<file path="src/rtl/wait_state_gen.sv">
module wait_state_gen #(
  parameter int CNT_W = 3,
  parameter int LEN_W = 4
) (
  input  logic             clk,
  input  logic             rst_n,
  input  logic             strobe_i,
  input  logic             burst_i,
  input  logic [LEN_W-1:0] burst_len_i,
  input  logic             rdy_n_i,
  input  logic             wait_en_i,
  input  logic [CNT_W-1:0] first_wait_i,
  input  logic [CNT_W-1:0] later_wait_i,
  input  logic             zero_wait_burst_i,
  output logic             beat_done_o,
  output logic             xfer_done_o,
  output logic [LEN_W-1:0] beat_idx_o,
  output logic             busy_o
);

  localparam int CW = CNT_W + 1;

  logic             busy_q, wen_q, zw_q;
  logic [CNT_W-1:0] later_q;
  logic [CW-1:0]    cnt_q;
  logic [LEN_W-1:0] left_q, idx_q;

  logic             start;
  logic             wen_eff, zw_eff, last;
  logic [CNT_W-1:0] later_eff;
  logic [LEN_W-1:0] left_eff;
  logic [CW-1:0]    reload;

  assign start     = strobe_i && !busy_q;
  assign wen_eff   = start ? wait_en_i : wen_q;
  assign zw_eff    = start ? (zero_wait_burst_i && wait_en_i) : zw_q;
  assign later_eff = start ? later_wait_i : later_q;
  assign left_eff  = start ? (burst_i ? burst_len_i : '0) : left_q;
  assign last      = (left_eff == '0);
  assign reload    = zw_eff ? '0 : ({1'b0, later_eff} + 1'b1);

  assign beat_done_o = (start && !wait_en_i && !rdy_n_i)
                     || (busy_q && (wen_q ? (cnt_q == '0) : !rdy_n_i));
  assign xfer_done_o = beat_done_o && last;
  assign beat_idx_o  = start ? '0 : idx_q;
  assign busy_o      = busy_q;

  always_ff @(posedge clk or negedge rst_n) begin
    if (!rst_n) begin
      busy_q  <= 1'b0;
      wen_q   <= 1'b0;
      zw_q    <= 1'b0;
      later_q <= '0;
      cnt_q   <= '0;
      left_q  <= '0;
      idx_q   <= '0;
    end else begin
      if (start) begin
        wen_q   <= wait_en_i;
        zw_q    <= zero_wait_burst_i && wait_en_i;
        later_q <= later_wait_i;
        busy_q  <= 1'b1;
        left_q  <= left_eff;
        idx_q   <= '0;
        cnt_q   <= {1'b0, first_wait_i};
      end else if (busy_q && wen_q && cnt_q != '0) begin
        cnt_q <= cnt_q - 1'b1;
      end
      if (beat_done_o) begin
        if (last) begin
          busy_q <= 1'b0;
        end else begin
          busy_q <= 1'b1;
          left_q <= left_eff - 1'b1;
          idx_q  <= beat_idx_o + 1'b1;
          cnt_q  <= reload;
        end
      end
    end
  end

  p_internal_min_wait_r2: assert property (@(posedge clk) disable iff (!rst_n)
    (start && wait_en_i) |-> !beat_done_o);

  p_zero_wait_next_r4: assert property (@(posedge clk) disable iff (!rst_n)
    (beat_done_o && !xfer_done_o && wen_eff && zw_eff) |=> beat_done_o);

  p_later_gap_r3: assert property (@(posedge clk) disable iff (!rst_n)
    (beat_done_o && !xfer_done_o && wen_eff && !zw_eff) |=> !beat_done_o);

  p_ext_ready_r1: assert property (@(posedge clk) disable iff (!rst_n)
    (busy_q && !wen_q && !rdy_n_i) |-> beat_done_o);

  p_xfer_with_beat_r7: assert property (@(posedge clk) disable iff (!rst_n)
    xfer_done_o |-> beat_done_o);

  p_xfer_ends_r7: assert property (@(posedge clk) disable iff (!rst_n)
    xfer_done_o |=> !busy_o);

  p_idle_quiet_r9: assert property (@(posedge clk) disable iff (!rst_n)
    (!busy_q && !strobe_i) |-> !beat_done_o);

endmodule

</file>
<file path="config.mk">
export PLATFORM = sky130hd
export DESIGN_NAME = wait_state_gen
export DESIGN_NICKNAME = d
export VERILOG_FILES = /design/src/rtl/wait_state_gen.sv
export SDC_FILE = /design/constraint.sdc
export NUM_CORES = 1
export LEC_CHECK = 0
export ABC_AREA = 1
export ABC_CLOCK_PERIOD_IN_PS = 2150
export BUFFER_PORTS_ARGS = -buffer_cell sky130_fd_sc_hd__buf_2
export CAP_MARGIN = 20
export CORE_ASPECT_RATIO = 1.2
export CORE_MARGIN = 3
export CORE_UTILIZATION = 31
export DETAILED_ROUTE_END_ITERATION = 10
export PLACE_DENSITY = 0.61
export SKIP_CTS_REPAIR_TIMING = 1
export SLEW_MARGIN = 20
export SYNTH_ARGS = -nofsm -noshare
export SYNTH_HDL_FRONTEND = slang
export SYNTH_SLANG_ARGS = --single-unit
</file>
<file path="constraint.sdc">
create_clock -name clk -period 2.15 [get_ports clk]
set_clock_uncertainty 0.15 [all_clocks]
set_input_delay 0.1075 -clock clk [delete_from_list [all_inputs] [get_ports clk]]
set_output_delay 0.1075 -clock clk [all_outputs]
set_load 0.02 [all_outputs]
</file>
==> impl_metrics.xml <==
<?xml version="1.0" encoding="UTF-8"?>
<metrics>
  <group name="power">
    <metric name="power_report.internal_total" unit="mW">1.19</metric>
    <metric name="switching_share" unit="">0.468</metric>
    <metric name="p_sw" unit="mW">1.05</metric>
    <metric name="combPwrFrac" unit="">0.621</metric>
    <metric name="report.power.total" unit="mW">2.24</metric>
    <metric name="powerDensity" unit="nW/µm²">1400</metric>
    <metric name="pwr-share-clk" unit="">0.125</metric>
    <metric name="power.static_leakage" unit="nW">0.880</metric>
    <metric name="power.ir.vdd_worst" unit="mV">0.560</metric>
    <metric name="p_seq_frac" unit="">0.254</metric>
  </group>
  <group name="clock_network">
    <metric name="cts.sink_count" unit="">18</metric>
    <metric name="clock-root-buffer" unit="">clkbuf_8</metric>
    <metric name="tritoncts" unit="">done</metric>
    <metric name="clk_pin_slew_worst_paths" unit="ps">70</metric>
    <metric name="clock_insertion_delay_worst_skew" unit="ps">250</metric>
    <metric name="htree_num_levels" unit="">1</metric>
    <metric name="cts_buffer_depth" unit="">2</metric>
    <metric name="number_of_buffers_added_by_the_clock_tree_synthesis_step" unit="">3</metric>
  </group>
  <group name="setup_path">
    <metric name="critical_path.max_fanout" unit="">8</metric>
    <metric name="critPathArrivalTime" unit="ps">1800</metric>
    <metric name="setup.worst_path.class" unit="">flop to output port</metric>
    <metric name="required_time_of_the_critical_path" unit="ps">1890</metric>
    <metric name="timing.critical_path.from_type" unit="">flop</metric>
    <metric name="end_kind" unit="">output port</metric>
  </group>
  <group name="synthesis">
    <metric name="synth-warning-count" unit="">0</metric>
    <metric name="synthTopCellsByCount" unit="">nand2_1, inv_1, dfrtp_1</metric>
    <metric name="yosys.cell_count.top_type" unit="">nand2_1</metric>
    <metric name="netlist_top_cells_area" unit="">dfrtp_1, nand2_1, inv_1</metric>
    <metric name="ff_latch_count_synth" unit="">18</metric>
    <metric name="netlist.area_leader.share" unit="">0.367</metric>
    <metric name="post_synth_inst_count" unit="">172</metric>
    <metric name="yosysSeqAreaShare" unit="">0.367</metric>
    <metric name="synth_enable_flop_cells" unit="">0</metric>
    <metric name="synth_area" unit="µm²">1230</metric>
    <metric name="synth.avg_cell_area" unit="µm²">7.14</metric>
    <metric name="synthesis.nets" unit="">194</metric>
    <metric name="synth_flop_cell" unit="">dfrtp_1</metric>
    <metric name="synth_cell_types" unit="">22</metric>
    <metric name="synth_largest_area_cell" unit="">dfrtp_1</metric>
    <metric name="async_reset_ff_frac" unit="">1.00</metric>
  </group>
  <group name="detailed_routing">
    <metric name="drt-vias-per-instance" unit="">4.30</metric>
    <metric name="postRouteWirelength" unit="µm">2810</metric>
    <metric name="drcViolationCount" unit="">0</metric>
    <metric name="drt-pass1-iter-count" unit="">4</metric>
    <metric name="drtAntennaViolNets" unit="">0</metric>
    <metric name="routedWlPerCell" unit="µm">10.7</metric>
    <metric name="vias" unit="">1130</metric>
    <metric name="first_iter_violations" unit="">32</metric>
  </group>
  <group name="sta">
    <metric name="post-route-worst-setup-slack" unit="ps">90.7</metric>
    <metric name="timing.fmax" unit="MHz">486</metric>
    <metric name="period_needed" unit="ps">2060</metric>
    <metric name="timing.final.crit_share" unit="">0.958</metric>
    <metric name="worst_pin_slew" unit="ps">433</metric>
    <metric name="maxSlewViolCount" unit="">0</metric>
    <metric name="worst_slew_margin_rel" unit="">0.711</metric>
    <metric name="finalSetupViolCount" unit="">0</metric>
    <metric name="final-hold-violation-count" unit="">0</metric>
  </group>
  <group name="global_route">
    <metric name="grt_pass1_wl" unit="µm">4510</metric>
    <metric name="first_global_vias" unit="">1081</metric>
    <metric name="grt_antenna_before_repair" unit="">0</metric>
    <metric name="grt_remaining_overflow" unit="">0</metric>
    <metric name="maximum_number_of_pins_on_one_net_before_global_route_repair" unit="">19</metric>
    <metric name="grtUsageTotal" unit="">0.121</metric>
  </group>
  <group name="place">
    <metric name="portBuffers" unit="">23</metric>
    <metric name="dpl-instance-area" unit="µm²">1400</metric>
    <metric name="dp_hpwl" unit="µm">2090</metric>
    <metric name="gp_weighted_congestion" unit="">0.793</metric>
    <metric name="dp_slack" unit="ps">92.3</metric>
  </group>
  <group name="cells_and_area">
    <metric name="postLayoutCoreUtil" unit="">0.431</metric>
    <metric name="area.growth.synth_to_final" unit="%">30.7</metric>
    <metric name="drive_gt1_frac" unit="">0.270</metric>
    <metric name="finish.instance_area" unit="µm²">1610</metric>
    <metric name="final.fill_count" unit="">413</metric>
    <metric name="final_nets" unit="">234</metric>
    <metric name="antenna_cells" unit="">0</metric>
  </group>
  <group name="floorplanning">
    <metric name="fp.coreArea" unit="µm²">3720</metric>
    <metric name="top_level_ports" unit="">24</metric>
    <metric name="die_area" unit="µm²">4760</metric>
    <metric name="std_cell_rows" unit="">24</metric>
    <metric name="dieHeight" unit="µm">75.0</metric>
    <metric name="floorplan.initialDensity" unit="">0.330</metric>
    <metric name="die-width" unit="µm">63.5</metric>
  </group>
  <group name="flow_run">
    <metric name="drv.max_cap_violation_count" unit="">0</metric>
  </group>
  <group name="status">
    <metric name="outcome" unit="">finished, final reports clean</metric>
  </group>
  <group name="worst_hold_path">
    <metric name="hp_class" unit="">primary input to flop</metric>
  </group>
</metrics>
state kept, by name (all words and copies together), names as in the netlist:
register  count
wen_q         1
busy_o        1
idx_q         4
cnt_q         4
later_q       3
zw_q          1
left_q        4
layer usage:
metal	GRT usage	share of wire	up-vias
li1	-	-	607
met1	0.143	0.43	500
met2	0.215	0.52	18
met3	0.0209	0.030	5
met4	0.0576	0.015	0
met5	0	0	-
metrics by stage:
stage | setup TNS, ps | cells | hold WS, ps
2_1_floorplan | 0 | 172 | -338
3_3_place_gp | 0 | 247 | -74.3
3_5_place_dp | 0 | 247 | -75.3
4_1_cts | -198 | 251 | -349
5_1_grt | -24.8 | 263 | 46.1
6_report | 0 | 263 | 18.0
cell usage in the layout (no fill, tap or decap), drive strengths merged:
master / count
a21oi: 4
buf: 33
clkbuf: 4
dfrtp: 18
dlygate4sd3: 5
ha: 5
inv: 26
nand2: 75
nand3: 10
nand3b: 1
nand4: 2
nor2: 12
nor3: 1
o21ai: 12
or2: 1
xor2: 2
power groups by stage:
stage          registers [mW]  clock network [mW]  logic [mW]
2_1_floorplan           0.564                   0       0.964
3_3_place_gp            0.575                   0        1.22
3_5_place_dp            0.576                   0        1.24
4_1_cts                 0.571               0.289        1.24
5_1_grt                 0.586               0.302        1.58
6_report                0.569               0.280        1.39
critical path, stage by stage, from the launching register on:
cell and delay (ps):
dfrtp_1 430, inv_2 140, nand2_8 80, nand2_1 60, o21ai_1 80, inv_1 120
ha_4 160, nand3_4 100, inv_4 90, nand2_4 60, nor2_4 110, buf_6 120
logic make-up after synthesis:
family                   Yosys count  share of synthesized area
AND/OR/NAND/NOR                  102                      0.369
buffers and inverters             29                      0.107
flip-flops                        18                      0.367
AO/OA/AOI/OAI                     16                     0.0927
adder cells (fa/ha/maj)            5                     0.0509
XOR/XNOR                           2                     0.0143
layout make-up:
type                       instances  area (µm²)  share of cell area
sequential                        18         450               0.281
clock buffer                       4        55.1              0.0343
multi-input combinational        125         688               0.429
tap                               52        65.1              0.0405
timing repair buffer              38         246               0.154
inverter                          26         100              0.0624
path summary, 6_finish.rpt:
check                      slack, ps          end  cells past startpoint             from
hold reg to reg                  350   later_q[2]                      2       later_q[2]
setup / recovery                  90  xfer_done_o                     11           busy_o
max in group asynchronous       1380    left_q[3]                      2            rst_n
setup reg to reg                 210     cnt_q[2]                     11           busy_o
hold / removal                    20     cnt_q[2]                      5  first_wait_i[2]
min in group asynchronous        170    left_q[1]                      2            rst_n
Power figures use the tool's default switching activity.
